[src/rtl/reo_pkg.sv]
// Package: shared operation encoding and width constants for the reorder/extend unit.
// Assumes the datapath is built from 8-bit bytes and 16-bit halfwords.
package reo_pkg;

    // Width of a byte lane and of a halfword lane.
    localparam int unsigned LANE_W = 8;
    localparam int unsigned HALF_W = 2 * LANE_W;
    // Width of the rotate selector (rotation in whole bytes, 0 to 3).
    localparam int unsigned ROT_W  = 2;

    // Operation codes. Bit 2 set selects the rotate-then-extend group.
    typedef enum logic [2:0] {
        OP_MIRROR     = 3'd0,
        OP_WORD_FLIP  = 3'd1,
        OP_HALF_SWAP  = 3'd2,
        OP_LOW_SWAP_S = 3'd3,
        OP_SEXT_BYTE  = 3'd4,
        OP_SEXT_HALF  = 3'd5,
        OP_ZEXT_BYTE  = 3'd6,
        OP_ZEXT_HALF  = 3'd7
    } reo_op_e;

    // Group selector: true for the extend group.
    function automatic logic is_extend(input reo_op_e op);
        return op[2];
    endfunction

endpackage

[src/rtl/reo_permute.sv]
// Module: reo_permute
// Computes the four reorder-only transforms in parallel and picks one.
// Assumes DATA_W is a multiple of 16. Purely combinational; the rotate
// selector is not an input here, so it cannot affect these results.
module reo_permute
    import reo_pkg::*;
#(
    parameter int unsigned DATA_W = 32
) (
    input  logic [DATA_W-1:0] src,
    input  logic [1:0]        kind,
    output logic [DATA_W-1:0] dst
);
    localparam int unsigned NLANES = DATA_W / LANE_W;
    localparam int unsigned NHALF  = DATA_W / HALF_W;

    logic [DATA_W-1:0] mirror_w;
    logic [DATA_W-1:0] flip_w;
    logic [DATA_W-1:0] hswap_w;
    logic [DATA_W-1:0] lswap_w;

    // Bit mirror: one wire per bit position.
    for (genvar i = 0; i < DATA_W; i++) begin : g_mirror
        assign mirror_w[i] = src[DATA_W-1-i];
    end

    // Whole-word lane reversal: lane b takes lane NLANES-1-b.
    for (genvar b = 0; b < NLANES; b++) begin : g_flip
        assign flip_w[b*LANE_W +: LANE_W] = src[(NLANES-1-b)*LANE_W +: LANE_W];
    end

    // Swap the two lanes inside each halfword independently.
    for (genvar h = 0; h < NHALF; h++) begin : g_hswap
        assign hswap_w[h*HALF_W          +: LANE_W] = src[h*HALF_W + LANE_W +: LANE_W];
        assign hswap_w[h*HALF_W + LANE_W +: LANE_W] = src[h*HALF_W          +: LANE_W];
    end

    // Low halfword swap, upper part filled with the new bit 15 (source bit 7).
    assign lswap_w[HALF_W-1:0]      = {src[LANE_W-1:0], src[HALF_W-1:LANE_W]};
    assign lswap_w[DATA_W-1:HALF_W] = {(DATA_W-HALF_W){src[LANE_W-1]}};

    // Select the requested reorder result.
    always_comb begin
        unique case (kind)
            2'd0:    dst = mirror_w;
            2'd1:    dst = flip_w;
            2'd2:    dst = hswap_w;
            default: dst = lswap_w;
        endcase
    end

endmodule

[src/rtl/reo_rotator.sv]
// Module: reo_rotator
// Rotates the source right by a whole number of byte lanes (0 to 3).
// Assumes DATA_W holds at least 4 lanes. Purely combinational.
module reo_rotator
    import reo_pkg::*;
#(
    parameter int unsigned DATA_W = 32
) (
    input  logic [DATA_W-1:0] src,
    input  logic [ROT_W-1:0]  amount,
    output logic [DATA_W-1:0] dst
);
    localparam int unsigned NROT = 1 << ROT_W;

    logic [DATA_W-1:0] cand [NROT];

    // One fixed rotation per selector value; amount 0 passes through.
    for (genvar r = 0; r < NROT; r++) begin : g_rot
        if (r == 0) begin : g_none
            assign cand[r] = src;
        end else begin : g_some
            assign cand[r] = {src[r*LANE_W-1:0], src[DATA_W-1:r*LANE_W]};
        end
    end

    // Pick the rotation given by the selector.
    always_comb begin
        dst = cand[amount];
    end

endmodule

[src/rtl/reo_extender.sv]
// Module: reo_extender
// Widens the low byte or low halfword of its input to DATA_W bits, either
// replicating the top bit of the field or filling with zeros.
// Assumes DATA_W > HALF_W. Purely combinational.
module reo_extender
    import reo_pkg::*;
#(
    parameter int unsigned DATA_W = 32
) (
    input  logic [DATA_W-1:0] src,
    input  logic              use_half,
    input  logic              zero_fill,
    output logic [DATA_W-1:0] dst
);
    logic              fill_b;
    logic              fill_h;
    logic [DATA_W-1:0] wide_b;
    logic [DATA_W-1:0] wide_h;

    // Fill bits: the field's top bit, or zero when zero-extending.
    assign fill_b = zero_fill ? 1'b0 : src[LANE_W-1];
    assign fill_h = zero_fill ? 1'b0 : src[HALF_W-1];

    assign wide_b = {{(DATA_W-LANE_W){fill_b}}, src[LANE_W-1:0]};
    assign wide_h = {{(DATA_W-HALF_W){fill_h}}, src[HALF_W-1:0]};

    // Choose the field width.
    always_comb begin
        dst = use_half ? wide_h : wide_b;
    end

endmodule

[src/rtl/reorder_ext_unit.sv]
// Module: reorder_ext_unit (top)
// Single-step word reorder and extend unit. Codes 0..3 reorder the input
// without rotation; codes 4..7 rotate right by 8*rot_sel, then extend.
// Assumes a 32-bit word by default. No clock, reset or state.
module reorder_ext_unit
    import reo_pkg::*;
#(
    parameter int unsigned DATA_W = 32
) (
    input  logic [DATA_W-1:0] data_in,
    input  logic [2:0]        op_sel,
    input  logic [ROT_W-1:0]  rot_sel,
    output logic [DATA_W-1:0] data_out
);
    reo_op_e           op;
    logic [DATA_W-1:0] perm_q;
    logic [DATA_W-1:0] rot_q;
    logic [DATA_W-1:0] ext_q;

    assign op = reo_op_e'(op_sel);

    reo_permute #(.DATA_W(DATA_W)) u_permute (
        .src  (data_in),
        .kind (op_sel[1:0]),
        .dst  (perm_q)
    );

    reo_rotator #(.DATA_W(DATA_W)) u_rotator (
        .src    (data_in),
        .amount (rot_sel),
        .dst    (rot_q)
    );

    // Code bit 0 picks halfword width, code bit 1 picks zero fill.
    reo_extender #(.DATA_W(DATA_W)) u_extender (
        .src       (rot_q),
        .use_half  (op_sel[0]),
        .zero_fill (op_sel[1]),
        .dst       (ext_q)
    );

    // Route the result of the selected group to the output.
    always_comb begin
        data_out = is_extend(op) ? ext_q : perm_q;
    end

endmodule

[config.mk]
export PLATFORM = sky130hd
export DESIGN_NAME = reorder_ext_unit
export DESIGN_NICKNAME = d
export VERILOG_FILES = /design/src/rtl/reo_pkg.sv /design/src/rtl/reo_permute.sv /design/src/rtl/reo_rotator.sv /design/src/rtl/reo_extender.sv /design/src/rtl/reorder_ext_unit.sv
export SDC_FILE = /design/constraint.sdc
export NUM_CORES = 1
export LEC_CHECK = 0
export BUFFER_PORTS_ARGS = -buffer_cell sky130_fd_sc_hd__buf_4
export CORE_MARGIN = 3
export CORE_UTILIZATION = 50
export DETAILED_ROUTE_END_ITERATION = 6
export PLACE_DENSITY = 0.84
export SETUP_SLACK_MARGIN = 0.4
export SLEW_MARGIN = 40
export SYNTH_ARGS = -nofsm -noshare
export SYNTH_HDL_FRONTEND = slang
export SYNTH_SLANG_ARGS = --single-unit
export TNS_END_PERCENT = 10
[constraint.sdc]
create_clock -name vclk -period 2.5
set_input_delay 0.5 -clock vclk [all_inputs]
set_output_delay 0.5 -clock vclk [all_outputs]
set_load 0.01 [all_outputs]
==> reports/qor.txt, run 1 <==
Status: complete, no violations
Crit path DAT: 1830 ps
Hold Vio Cnt, Final: 0
Endpoints failing setup: 0
Mean area per synthesized cell: 9.71 um2
Critical path's top delay family: multiplexers
Setup_tns: 0 ps
Synth area leaders: mux4_2 (45%), mux2_2 (12%), mux2i_1 (11%), o21ai_0 (7.3%), nand2_1 (7.2%)
Via count: 1,618
Seq Cell Count: 0
Chip Height: 61.1 um
Vias in the first global route: 1,559
Most used cell along the critical path: buf_4
Crit start category: primary input
PD cells: 235 mW/mm2
Most common cell in the netlist: mux4_2
Slew Viols, Final: 0
DP Wirelength: 3480 um
First-pass GRT wire length: 7530 um
Fill cells: 199
Synth Net Count: 193
DR vias/cell: 6.52
Critical Path Max Stage Delay: 520 ps
Min-Delay Path Class: primary input to output pin
DR DRC count: 0
Max Fclk: 0.430 GHz
Cell accounting for the most synthesized area: mux4_2
Area share of the largest cell type after synthesis: 0.446
Starting density of the core: 0.536
Reg area: 0 um2
CP endpoint kind: output pin
Total power: 501 uW
CP max-delay cell: mux4_2
Critical path class: primary input to output pin
Critical path depth: 6
Post-route setup slack: 172 ps
CP required: 2000 ps
VDD IR max: 0.000116 V
Worst slew pin tran: 683 ps
Die area: 0.00373 mm2
CP cell instances: buf_6 -> mux4_2 -> buf_4 -> a21oi_4 -> a22oi_1 -> buf_4
Dpl ws: 75.5 ps
Post-detailed-routing wire length: 4730 um
Pleak: 0.000910 uW
Core footprint: 0.00283 mm2
Yosys cell types: 21
Unrepaired setup endpoints after global routing: true
Largest net degree at the start of global routing: 46
Hold_ws: 1420 ps
Hold Buf Count CTS: 0
Max-cap violations: 0
DR iter-0 viols: 123
Die Wd: 61.1 um
Clock buffers: 0
# diodes: 0
Yosys warns: 0
Tcrit/Tclk final: 0.931
Max-slew headroom: 0.545
Share of layout cells above drive strength 1: 0.608
Rows: 19
IO Count: 69
TritonRoute pass-1 iters: 4
GRT Resource Usage Total: 0.261
Drt wl/cell: 19.1 um
Synth cell count leaders: mux4_2 (30), nand2_1 (29), o21ai_0 (22), mux2_2 (16), mux2i_1 (16)
Crit path buffers/inverters: 3
GRT Residual Overflow: 0
Crit path max fanout: 7
# port buffers: 69
Seq/Total Area, Yosys: 0
Post-layout minimum cycle time: 2330 ps
GPL Wtd Cong: 0.899
Crit path to: data_out[12]
Area Overhead vs Synth: 40.6%
Antenna viol nets, final: 0
Setup crit start: data_in[31]
Initial antenna violation count: 0
Final nets: 256
Synthesized area: 0.00152 mm2
Post-Synthesis Cells: 156
per-stage QoR:
stage / instance area [um2] / utilization / instances
2_1_floorplan: 1520 / - / 156
3_3_place_gp: 2020 / 0.713 / 243
3_5_place_dp: 2020 / 0.713 / 243
4_1_cts: 2100 / 0.744 / 247
5_1_grt: 2130 / 0.753 / 248
6_report: 2130 / 0.753 / 248
per-layer routing:
| metal | wire length [um] | vias up | global-route usage | part of all wire |
|---|---|---|---|---|
| met2 | 2590 | 91 | 0.483 | 0.55 |
| met1 | 1710 | 777 | 0.349 | 0.36 |
| met4 | 28 | 0 | 0.0279 | 0.0059 |
| met3 | 398 | 4 | 0.0105 | 0.084 |
| li1 | - | 746 | - | - |
| met5 | 0 | - | 0 | 0 |
tightest hold or removal path, cell delays in order:
cell     delay [ps]
buf_4           100
mux2i_1          60
o21ai_0         140
buf_4           120
power by group:
part           internal, uW  switching [uW]
Sequential                0               0
Clock                     0               0
Combinational           276             226
Total                   276             226
cells by family after synthesis:
family                 share of synthesized area
muxes                                      0.685
AOI/OAI and AO/OA                          0.149
and+or+nand+nor                           0.0933
buffers and inverters                     0.0727
repair_timing:
| item | in CTS | in global routing |
|---|---|---|
| setup endpoints to repair | 32 | 32 |
| buffers inserted | 3 | 1 |
| resized for setup | 19 | 6 |
| gates cloned | 1 | 0 |
| pin swaps | 0 | 1 |
worst min path at each step:
stage | from | cells after the start | end | slack [ps]
floorplan | data_in[6] | 2 | data_out[14] | 1240
global placement | data_in[13] | 4 | data_out[5] | 1410
detailed placement | data_in[8] | 4 | data_out[0] | 1430
CTS | data_in[8] | 4 | data_out[0] | 1430
global route | data_in[11] | 4 | data_out[3] | 1460
finish | data_in[13] | 4 | data_out[5] | 1420
layout by cell type (no fill, tap or decap), types with 2 or more instances in the layout:
cell type   n
buf_4      72
mux4_2     30
nand2_1    29
mux2_2     16
mux2i_1    16
o21ai_0    14
o21ai_1     7
a22oi_1     7
buf_6       7
nor2b_1     3
nor2_1      2
a211oi_1    2
o32ai_2     2
buf_8       2
area by class of cell:
type	instances	area, um2	share of cell area
Timing Repair Buffer	81	649	0.305
Tap cell	31	38.8	0.0182
Inverter	1	3.75	0.00176
Multi-Input combinational cell	135	1440	0.675
Note: power is estimated with default switching activity, not from simulation.
==> inputs of run 2 (changes only) <==
- PLACE_DENSITY: 0.84 -> 0.86
==> run 2 against run 1 <==
Against the previous run: wire length grew 5.6%; first-iteration DRC count increased by 1.6%; sequential share of layout area did not move; highest routed layer unchanged; critical path type unchanged; via count rose by 2.8%; clock-buffer cell count unchanged.
==> reports/qor.txt, run 2 (synthesis results as in run 1) <==
First-pass GRT wire length: 8000 um (was 7530 um)
CP max-delay cell: mux4_2 (unchanged)
Pleak: 0.000905 uW (was 0.000910 uW)
Combinational Power Share: 1.000 (about the same)
Status: complete, no violations (unchanged)
Antenna viol nets, final: 0 (unchanged)
Die Wd: 61.1 um (unchanged)
Worst slew pin tran: 492 ps (was 683 ps)
Chip Height: 61.1 um (unchanged)
Most used cell along the critical path: buf_6 (was buf_4)
Clock buffers: 0 (unchanged)
Crit path DAT: 1810 ps (was 1830 ps)
# port buffers: 69 (unchanged)
P_sw: 229 uW (was 226 uW)
DR iter-0 viols: 125 (was 123)
Critical Path Max Stage Delay: 580 ps (was 520 ps)
Critical path's top delay family: multiplexers (unchanged)
Critical path class: primary input to output pin (unchanged)
Post-route setup slack: 190 ps (was 172 ps)
Rows: 19 (unchanged)
Slew Viols, Final: 0 (unchanged)
Max-cap violations: 0 (unchanged)
Dpl ws: 83.6 ps (was 75.5 ps)
Initial antenna violation count: 0 (unchanged)
Clock power frac: 0 (about the same)
Share of layout cells above drive strength 1: 0.606 (was 0.608)
DR DRC count: 0 (unchanged)
DR vias/cell: 6.74 (was 6.52)
CP required: 2000 ps (about the same)
IO Count: 69 (unchanged)
Post-Layout Cell Count: 247 (was 248)
Hold Vio Cnt, Final: 0 (unchanged)
Placed Instances: 245 (was 243)
Seq Cell Count: 0 (unchanged)
Tcrit/Tclk final: 0.924 (was 0.931)
Switching share of total power: 0.457 (was 0.450)
Area Overhead vs Synth: 40.3% (was 40.6%)
Reg area: 0 um2 (unchanged)
Max-slew headroom: 0.670 (was 0.545)
Endpoints failing setup: 0 (unchanged)
Post-detailed-routing wire length: 4990 um (was 4730 um)
Final core occ: 0.751 (was 0.753)
Setup_tns: 0 ps (unchanged)
PD cells: 236 mW/mm2 (was 235 mW/mm2)
Min-Delay Path Class: primary input to output pin (unchanged)
Hold Buf Count CTS: 0 (unchanged)
Int Pwr: 272 uW (was 276 uW)
GRT Residual Overflow: 0 (unchanged)
Starting density of the core: 0.536 (unchanged)
Post-layout minimum cycle time: 2310 ps (was 2330 ps)
CP endpoint kind: output pin (unchanged)
Vias in the first global route: 1,589 (was 1,559)
GPL Wtd Cong: 0.863 (was 0.899)
Crit path buffers/inverters: 3 (unchanged)
CP cell instances: buf_8 -> mux4_2 -> mux2i_4 -> buf_6 -> o32ai_4 -> buf_6 (was buf_6 -> mux4_2 -> buf_4 -> a21oi_4 -> a22oi_1 -> buf_4)
Drt wl/cell: 20.2 um (was 19.1 um)
VDD IR max: 0.000124 V (was 0.000116 V)
Unrepaired setup endpoints after global routing: true (unchanged)
Max Fclk: 0.433 GHz (was 0.430 GHz)
Commonest cells after routing, fill and taps aside: buf_4 (71), mux4_2 (30), nand2_1 (29) (was buf_4 (72), mux4_2 (30), nand2_1 (29))
Commonest non-fill, non-tap cell in the layout: buf_4 (unchanged)
DP Wirelength: 3560 um (was 3480 um)
Via count: 1,664 (was 1,618)
Final nets: 255 (was 256)
Core footprint: 0.00283 mm2 (unchanged)
TritonRoute pass-1 iters: 4 (unchanged)
Crit path max fanout: 7 (unchanged)
Part of the power in registers: 0 (about the same)
GRT Resource Usage Total: 0.279 (was 0.261)
# diodes: 0 (unchanged)
Largest net degree at the start of global routing: 46 (unchanged)
Die area: 0.00373 mm2 (unchanged)
Fill cells: 207 (was 199)
Crit start category: primary input (unchanged)
## run 2: cell count changes in the layout (fill, tap and decap cells not counted)
cell      before  now
o21ai_0       14   17
o32ai_4        0    1
o21ai_4        1    0
nand2b_2       0    1
nand2b_1       1    0
o32ai_2        2    1
o21ai_1        7    5
buf_4         72   71
## run 2: area by class of cell
cell class / instances / area, um2 / share of cell area
multi-input combinational: 135 / 1440 / 0.678
timing repair buffer: 80 / 642 / 0.302
tap: 31 / 38.8 / 0.0182
inverter: 1 / 3.75 / 0.00177
## run 2: worst min-delay path, stage by stage
cell and delay, ps:
buf_4 100, mux2i_1 60, o21ai_0 140, buf_4 120
## run 2: power groups by stage
stage	Clock (uW)	Sequential (uW)	Combinational, uW
final	0	0	501
after global routing	0	0	537
after CTS	0	0	493
after detailed placement	0	0	464
after global placement	0	0	451
after floorplan	0	0	276
## run 2: path summary, 6_finish.rpt
path / from / endpoint / slack [ps] / cells past startpoint
max: rot_sel[0] / data_out[24] / 190 / 6
min: data_in[12] / data_out[4] / 1430 / 4
## run 2: timing repair
item	4_1_cts	5_1_grt
setup buffers	2	0
gates cloned	0	0
endpoints found under the setup margin	32	32
hold endpoints to repair	0	0
gates resized for setup	20	1
## run 2: stage by stage
stage | hold WS, ps | area [um2] | total power (uW)
2_1_floorplan | 1240 | 1520 | 276
3_3_place_gp | 1420 | 2030 | 451
3_5_place_dp | 1430 | 2030 | 464
4_1_cts | 1430 | 2120 | 493
5_1_grt | 1480 | 2130 | 537
6_report | 1430 | 2130 | 501
## run 2: routing by layer
metal	GRT usage	part of all wire	vias up	wire length (um)
met5	0	0	-	0
met4	0.0402	0.020	0	98
met3	0.0126	0.085	13	425
met2	0.473	0.51	107	2560
met1	0.406	0.38	792	1900
li1	-	-	752	-
